[src/rtl/pmc_pkg.sv]
package pmc_pkg;

    localparam int unsigned WORD_W = 32;
    localparam int unsigned BUS_W  = 64;
    localparam int unsigned TR_W   = 128;

    typedef enum logic [2:0] {
        CLS_CTR,
        CLS_CTL,
        CLS_GCTL,
        CLS_STAT,
        CLS_TIDX,
        CLS_TLO,
        CLS_THI,
        CLS_NONE
    } reg_cls_e;

endpackage

[src/rtl/pmc_evgate.sv]
module pmc_evgate #(
    parameter int unsigned NUM_EVENTS = 16,
    localparam int unsigned SEL_W     = $clog2(NUM_EVENTS)
) (
    input  logic                  glob_en,
    input  logic                  loc_en,
    input  logic [SEL_W-1:0]      sel,
    input  logic [NUM_EVENTS-1:0] events,
    output logic                  inc
);

    always_comb begin
        inc = glob_en && loc_en && events[sel];
    end

endmodule

[src/rtl/pmc_slice.sv]
module pmc_slice #(
    parameter int unsigned CNT_W = 32,
    localparam int unsigned HALF_W = CNT_W / 2
) (
    input  logic             clk,
    input  logic             rst_n,
    input  logic             split,
    input  logic             inc_hi,
    input  logic             inc_lo,
    input  logic             wr_en,
    input  logic [CNT_W-1:0] wr_val,
    input  logic             commit,
    output logic [CNT_W-1:0] cnt,
    output logic [CNT_W-1:0] staged,
    output logic             pend,
    output logic             wrap_hi,
    output logic             wrap_lo
);

    typedef struct packed {
        logic [CNT_W-1:0] cnt;
        logic [CNT_W-1:0] latch;
        logic             pend;
    } slice_t;

    slice_t st_d, st_q;
    logic [HALF_W-1:0] hi_q, lo_q;
    logic              load;

    always_comb begin
        st_d    = st_q;
        wrap_hi = 1'b0;
        wrap_lo = 1'b0;
        hi_q    = st_q.cnt[CNT_W-1:HALF_W];
        lo_q    = st_q.cnt[HALF_W-1:0];
        load    = commit && st_q.pend;

        if (split) begin
            if (inc_hi) begin
                st_d.cnt[CNT_W-1:HALF_W] = hi_q + 1'b1;
                wrap_hi = &hi_q;
            end
            if (inc_lo) begin
                st_d.cnt[HALF_W-1:0] = lo_q + 1'b1;
                wrap_lo = &lo_q;
            end
        end else if (inc_hi) begin
            st_d.cnt = st_q.cnt + 1'b1;
            wrap_hi  = &st_q.cnt;
        end

        if (wr_en) begin
            st_d.latch = wr_val;
            st_d.pend  = 1'b1;
        end

        if (load) begin
            st_d.cnt  = st_q.latch;
            st_d.pend = 1'b0;
            wrap_hi   = 1'b0;
            wrap_lo   = 1'b0;
        end
    end

    always_ff @(posedge clk) begin
        if (!rst_n) st_q <= '0;
        else        st_q <= st_d;
    end

    assign cnt    = st_q.cnt;
    assign staged = st_q.latch;
    assign pend   = st_q.pend;

    AST_HALF_ISOLATE: assert property (@(posedge clk) disable iff (!rst_n)
        (split && !inc_hi && !(commit && st_q.pend)) |=> $stable(st_q.cnt[CNT_W-1:HALF_W]));
    AST_IDLE_HOLD: assert property (@(posedge clk) disable iff (!rst_n)
        (!inc_hi && !inc_lo && !(commit && st_q.pend)) |=> $stable(st_q.cnt));
    AST_COMMIT_LOAD: assert property (@(posedge clk) disable iff (!rst_n)
        (commit && st_q.pend && !wr_en) |=> (st_q.cnt == $past(st_q.latch)) && !st_q.pend);

endmodule

[src/rtl/pmc_unit.sv]
module pmc_unit #(
    parameter int unsigned NUM_PHYS   = 4,
    parameter int unsigned NUM_EVENTS = 16,
    parameter int unsigned ADDR_W     = 5,
    parameter int unsigned TR_AW      = 8
) (
    input  logic                          clk,
    input  logic                          rst_n,
    input  logic                          req_valid,
    input  logic                          req_write,
    input  logic [ADDR_W-1:0]             req_addr,
    input  logic [pmc_pkg::BUS_W-1:0]     req_wdata,
    output logic                          rd_valid,
    output logic [pmc_pkg::BUS_W-1:0]     rd_data,
    input  logic [NUM_EVENTS-1:0]         events,
    output logic [TR_AW-1:0]              trace_addr,
    input  logic [pmc_pkg::TR_W-1:0]      trace_data
);
    import pmc_pkg::*;

    localparam int unsigned NUM_LOG = 2 * NUM_PHYS;
    localparam int unsigned SEL_W   = $clog2(NUM_EVENTS);
    localparam logic [ADDR_W-1:0] A_CTL  = ADDR_W'(NUM_PHYS);
    localparam logic [ADDR_W-1:0] A_GCTL = ADDR_W'(3 * NUM_PHYS);
    localparam logic [ADDR_W-1:0] A_STAT = ADDR_W'(3 * NUM_PHYS + 1);
    localparam logic [ADDR_W-1:0] A_TIDX = ADDR_W'(3 * NUM_PHYS + 2);
    localparam logic [ADDR_W-1:0] A_TLO  = ADDR_W'(3 * NUM_PHYS + 3);
    localparam logic [ADDR_W-1:0] A_THI  = ADDR_W'(3 * NUM_PHYS + 4);
    localparam int unsigned EN_BIT = WORD_W - 1;

    typedef struct packed {
        logic [NUM_LOG-1:0][WORD_W-1:0] ctl;
        logic [WORD_W-1:0]              gctl;
        logic [NUM_LOG-1:0]             stat;
        logic [TR_AW-1:0]               tidx;
        logic                           rd_valid;
        logic [BUS_W-1:0]               rd_data;
    } regs_t;

    regs_t r_d, r_q;
    reg_cls_e cls;
    logic wr, rd, commit;
    logic [WORD_W-1:0] wdat, rval;
    logic [NUM_PHYS-1:0] wr_en_v, pend_v, wrap_hi_v, wrap_lo_v;
    logic [NUM_PHYS-1:0][WORD_W-1:0] cnt_v, staged_v;
    logic [NUM_LOG-1:0] inc_v, wraps;
    logic unused_low;

    assign wr         = req_valid && req_write;
    assign rd         = req_valid && !req_write;
    assign wdat       = req_wdata[BUS_W-1:WORD_W];
    assign unused_low = ^req_wdata[WORD_W-1:0];
    assign commit     = wr && (cls == CLS_GCTL) && wdat[EN_BIT];
    assign wraps      = {wrap_lo_v, wrap_hi_v};

    always_comb begin
        if (req_addr < A_CTL)        cls = CLS_CTR;
        else if (req_addr < A_GCTL)  cls = CLS_CTL;
        else if (req_addr == A_GCTL) cls = CLS_GCTL;
        else if (req_addr == A_STAT) cls = CLS_STAT;
        else if (req_addr == A_TIDX) cls = CLS_TIDX;
        else if (req_addr == A_TLO)  cls = CLS_TLO;
        else if (req_addr == A_THI)  cls = CLS_THI;
        else                         cls = CLS_NONE;
    end

    for (genvar l = 0; l < NUM_LOG; l++) begin : g_gate
        pmc_evgate #(.NUM_EVENTS(NUM_EVENTS)) u_gate (
            .glob_en (r_q.gctl[EN_BIT]),
            .loc_en  (r_q.ctl[l][EN_BIT]),
            .sel     (r_q.ctl[l][SEL_W-1:0]),
            .events  (events),
            .inc     (inc_v[l])
        );
    end

    for (genvar p = 0; p < NUM_PHYS; p++) begin : g_slice
        assign wr_en_v[p] = wr && (cls == CLS_CTR) && (req_addr == ADDR_W'(p));
        pmc_slice #(.CNT_W(WORD_W)) u_slice (
            .clk     (clk),
            .rst_n   (rst_n),
            .split   (r_q.gctl[p]),
            .inc_hi  (inc_v[p]),
            .inc_lo  (inc_v[p + NUM_PHYS]),
            .wr_en   (wr_en_v[p]),
            .wr_val  (wdat),
            .commit  (commit),
            .cnt     (cnt_v[p]),
            .staged  (staged_v[p]),
            .pend    (pend_v[p]),
            .wrap_hi (wrap_hi_v[p]),
            .wrap_lo (wrap_lo_v[p])
        );
    end

    always_comb begin
        rval = '0;
        case (cls)
            CLS_CTR: begin
                for (int p = 0; p < NUM_PHYS; p++)
                    if (req_addr == ADDR_W'(p)) rval = pend_v[p] ? staged_v[p] : cnt_v[p];
            end
            CLS_CTL: begin
                for (int l = 0; l < NUM_LOG; l++)
                    if (req_addr == A_CTL + ADDR_W'(l)) rval = r_q.ctl[l];
            end
            CLS_GCTL: rval = r_q.gctl;
            CLS_STAT: rval = WORD_W'(r_q.stat);
            CLS_TIDX: rval = WORD_W'(r_q.tidx);
            default:  rval = '0;
        endcase
    end

    always_comb begin
        r_d          = r_q;
        r_d.rd_valid = rd;
        r_d.rd_data  = '0;
        if (rd) begin
            case (cls)
                CLS_TLO: r_d.rd_data = trace_data[BUS_W-1:0];
                CLS_THI: r_d.rd_data = trace_data[TR_W-1:BUS_W];
                default: r_d.rd_data = {rval, {WORD_W{1'b0}}};
            endcase
        end

        if (wr) begin
            case (cls)
                CLS_CTL: begin
                    for (int l = 0; l < NUM_LOG; l++)
                        if (req_addr == A_CTL + ADDR_W'(l)) r_d.ctl[l] = wdat;
                end
                CLS_GCTL: r_d.gctl = wdat;
                CLS_TIDX: r_d.tidx = wdat[TR_AW-1:0];
                default: ;
            endcase
        end

        if (rd && cls == CLS_THI) r_d.tidx = r_q.tidx + 1'b1;
        r_d.stat = ((rd && cls == CLS_STAT) ? '0 : r_q.stat) | wraps;
    end

    always_ff @(posedge clk) begin
        if (!rst_n) r_q <= '0;
        else        r_q <= r_d;
    end

    assign rd_valid   = r_q.rd_valid;
    assign rd_data    = r_q.rd_data;
    assign trace_addr = r_q.tidx;

    AST_TRACE_STEP: assert property (@(posedge clk) disable iff (!rst_n)
        (rd && cls == CLS_THI) |=> (r_q.tidx == TR_AW'($past(r_q.tidx) + 1'b1)));
    AST_LOW_ZERO: assert property (@(posedge clk) disable iff (!rst_n)
        (rd && cls != CLS_TLO && cls != CLS_THI) |=> (rd_valid && rd_data[WORD_W-1:0] == '0));
    AST_STAT_CLEAR: assert property (@(posedge clk) disable iff (!rst_n)
        (rd && cls == CLS_STAT && wraps == '0) |=> (r_q.stat == '0));
    AST_STOP_HOLDS: assert property (@(posedge clk) disable iff (!rst_n)
        (!r_q.gctl[EN_BIT] && !wr) |=> $stable(cnt_v));

endmodule

[config.mk]
export PLATFORM = sky130hd
export DESIGN_NAME = pmc_unit
export DESIGN_NICKNAME = d
export VERILOG_FILES = /design/src/rtl/pmc_pkg.sv /design/src/rtl/pmc_evgate.sv /design/src/rtl/pmc_slice.sv /design/src/rtl/pmc_unit.sv
export SDC_FILE = /design/constraint.sdc
export NUM_CORES = 2
export LEC_CHECK = 0
export CAP_MARGIN = 20
export CORE_MARGIN = 2
export CORE_UTILIZATION = 31
export DETAILED_ROUTE_END_ITERATION = 8
export GPL_ROUTABILITY_DRIVEN = 0
export GPL_TIMING_DRIVEN = 0
export PLACE_DENSITY = 0.56
export SETUP_SLACK_MARGIN = 0.2
export SKIP_CTS_REPAIR_TIMING = 1
export SYNTH_ARGS = -nofsm -noshare
export SYNTH_HDL_FRONTEND = slang
export SYNTH_HIERARCHICAL = 1
export SYNTH_SLANG_ARGS = --single-unit
export TNS_END_PERCENT = 50
[constraint.sdc]
create_clock -name clk -period 5.7 [get_ports clk]
set_input_delay 0.855 -clock clk [delete_from_list [all_inputs] [get_ports clk]]
set_output_delay 0.855 -clock clk [all_outputs]
set_load 0.05 [all_outputs]
==> impl_metrics.env <==
export IMPL_met2_wirelength_mm=64.18
export IMPL_endpoint_kind="flip-flop"
export IMPL_hold_ws_ps=450.3
export IMPL_p_leak_nw=12.64
export IMPL_cts_tree="done"
export IMPL_r2r_slack_ps=2320
export IMPL_ios=290
export IMPL_ant_nets=0
export IMPL_grt_max_degree=32
export IMPL_syn_avg_cell_area_um2=8.285
export IMPL_drt_iter0_drc=4354
export IMPL_crit_arrival_ps=5000
export IMPL_synth_top_family_by_area="compound AO/OA/AOI/OAI gates"
export IMPL_cp_startpoint="req_addr[2]"
export IMPL_ys_seq_area_share_pct=38.99
export IMPL_hold_path_class="flip-flop to flip-flop"
export IMPL_start_util_pct=31.20
export IMPL_routed_via_count=31770
export IMPL_overflow=0
export IMPL_placed_area_um2=36600
export IMPL_critPathMaxStageDelay_ps=920
export IMPL_fill_cells=10709
export IMPL_yosys_area_share_xor_xnor_pct=2.766
export IMPL_antenna_found_initial=7
export IMPL_synth_edf_count=0
export IMPL_drt_wirelength_per_cell_um=25.91
export IMPL_yosys_area_top_type="dfxtp_1"
export IMPL_final_area_um2=39100
export IMPL_hpwl_mm=109.2
export IMPL_period_share_pct=78.87
export IMPL_post_drt_via_cell_ratio=5.595
export IMPL_synth_common_cells="nand2_1 (754), dfxtp_1 (629), a21oi_1 (313), mux2i_1 (308), nor2_1 (269)"
export IMPL_dieArea_um2=106800
export IMPL_worstSetupPathType="input port to flip-flop"
export IMPL_yosysWarnings=6
export IMPL_clkSinkCount=629
export IMPL_rows=118
export IMPL_hold_viol=0
export IMPL_ys_seq_elements=629
export IMPL_setup_viol=0
export IMPL_cap_violations=0
export IMPL_crit_chain="clkdlybuf4s50_1 -> buf_2 -> nand3b_2 -> nor4_2 -> and2_1 -> nand2_1 -> clkbuf_1 -> buf_1 -> nand3_1 -> nor3_1 -> a21oi_1 -> nor2_1"
export IMPL_required_ps=6210
export IMPL_layout_min_cycle_time_ps=4496
export IMPL_status="completed"
export IMPL_path_clk_slew_ps=60
export IMPL_synth_compound_area_share_pct=20.01
export IMPL_cts_buffer_depth=3
export IMPL_slew_viol_final=0
export IMPL_synthCells=3898
export IMPL_h_tree_depth=3
export IMPL_synth_most_common_cell="nand2_1"
export IMPL_cp_max_fo=12
export IMPL_drive_above_1_share_pct=10.24
export IMPL_drt_wl_total_mm=147.1
export IMPL_rsz0062_at_grt="false"
export IMPL_met1_length_mm=60.21
export IMPL_yosysTopAreaCellShare_pct=38.99
export IMPL_yosysUniqueCellTypes=75
export IMPL_numPlacedInstances=5536
export IMPL_cp_num_buf_inv=4
export IMPL_drc=0
export IMPL_ir_drop_mv=0.2185
export IMPL_finalClockSkew_ps=31.55
export IMPL_syn_area_um2=32290
export IMPL_synth_simple_area_share_pct=18.24
export IMPL_tightest_slew_ps=1139
export IMPL_maxSlewHeadroom_pct=24.05
export IMPL_synth_area_top_cells="dfxtp_1 (39%), mux2i_1 (9.5%), nand2_1 (8.8%), a21oi_1 (4.9%), o21ai_0 (3.3%)"
export IMPL_die_x_um=326.8
export IMPL_wl_met3_mm=15.80
export IMPL_first_pass_iters=8
export IMPL_grt_first_pass_wirelength_mm=206.5
export IMPL_syn_nets=4124
export IMPL_crit_family="simple AND/OR/NAND/NOR gates"
export IMPL_area_growth_pct=21.07
export IMPL_ys_dominant_reg_cell="dfxtp_1"
export IMPL_fin_cells=5678
export IMPL_numCtsBuffers=76
export IMPL_ys_async_sr_fraction_pct=0
export IMPL_fp_dieH_um=326.8
export IMPL_worstSetupStartpointType="input port"
export IMPL_nNetsFinal=4460
export IMPL_muxShareOfSynthArea_pct=13.03
export IMPL_clk_latency_ps=660
export IMPL_track_usage_pct=26.37
export IMPL_hp_start="r_q[290]"
export IMPL_slowest_stage="and2_1"
export IMPL_routed_top_layer="met5"
export IMPL_grt_pass1_vias=28914
export IMPL_rr_startpoint="r_q[305]"
export IMPL_core_area_um2=103500
export IMPL_fin_setup_tns_ps=0
export IMPL_root_buffer="clkbuf_16"
export IMPL_max_freq_ghz=0.2224
export IMPL_port_buffer_count=257
export IMPL_power_density_nw_per_um2=258.9
export IMPL_synth_fa_ha_area_share_pct=0.3487
## stage by stage
step / worst slack, ps / utilization (%) / power (mW)
2_1_floorplan: 2728 / - / 4.825
3_3_place_gp: 732.3 / 35.36 / 5.262
3_5_place_dp: 777.7 / 35.36 / 5.262
4_1_cts: 1448 / 37.77 / 10.13
5_1_grt: 1183 / 37.77 / 10.34
6_report: 1204 / 37.78 / 10.12
## routing by layer
metal	up-vias	track usage, %
met3	299	6.176
li1	14326	-
met1	15400	35.33
met2	1739	40.56
met5	-	0
met4	6	11.03
## worst paths after layout
check	to	cells past startpoint
setup / recovery	r_q[79]	12
hold / removal	r_q[290]	2
setup reg to reg	g_slice[2].u_slice/cnt[12]	10
hold reg to reg	r_q[290]	2
## cells by family (layout without fill, tap and decap cells)
| logic type | after synthesis | in the layout |
|---|---|---|
| fa+ha+maj | 9 | 9 |
| other cells | 0 | 3 |
| flops | 629 | 629 |
| mux | 383 | 383 |
| compound gates | 1028 | 1028 |
| xor+xnor | 102 | 102 |
| simple gates | 1309 | 1309 |
| buf+inv | 438 | 835 |
## state kept, by name (all words and copies together), names as in the netlist
register                cells
g_slice.u_slice/staged    128
r_q                       296
g_slice.u_slice/cnt       128
g_slice.u_slice/pend        4
rd_data                    64
rd_valid                    1
trace_addr                  8
## worst register-to-register path, stage by stage (launching register included)
cell and delay (ps):
dfxtp_1 360, buf_6 170, mux4_2 330, a2bb2oi_1 160, nand3_1 100, a21oi_1 660
mux2i_1 470, nor3_1 490, nand3_1 160, xor2_1 170, a211oi_1 220
## area by class of cell
cell class	instances	area (um2)	share of cell area [%]
antenna	3	7.507	0.01920
buffer	395	1974	5.050
clock buffer	116	2285	5.843
clock inverter	23	211.5	0.5408
inverter	43	161.4	0.4128
multi-input combinational	2831	17570	44.93
sequential	629	12590	32.20
tap	1380	1727	4.416
timing repair buffer	258	2575	6.586
## power by group
group | internal [mW] | switching, mW
Combinational | 0.247 | 0.526
Sequential | 4.41 | 0.0117
Clock | 2.86 | 2.06
## cells in the final DEF (no fill, tap or decap), types with 54 or more instances in the layout
cell	Yosys	routed
a21boi_0	100	100
a21oi_1	313	313
buf_2	90	91
buf_4	81	82
clkbuf_1	201	220
clkbuf_16	0	78
clkdlybuf4s50_1	0	256
dfxtp_1	629	629
mux2i_1	308	308
nand2_1	754	754
nand3_1	65	65
nor2_1	269	269
o21ai_0	213	213
o21ai_1	54	54
xor2_1	66	66
(Power assumes the default switching activity.)
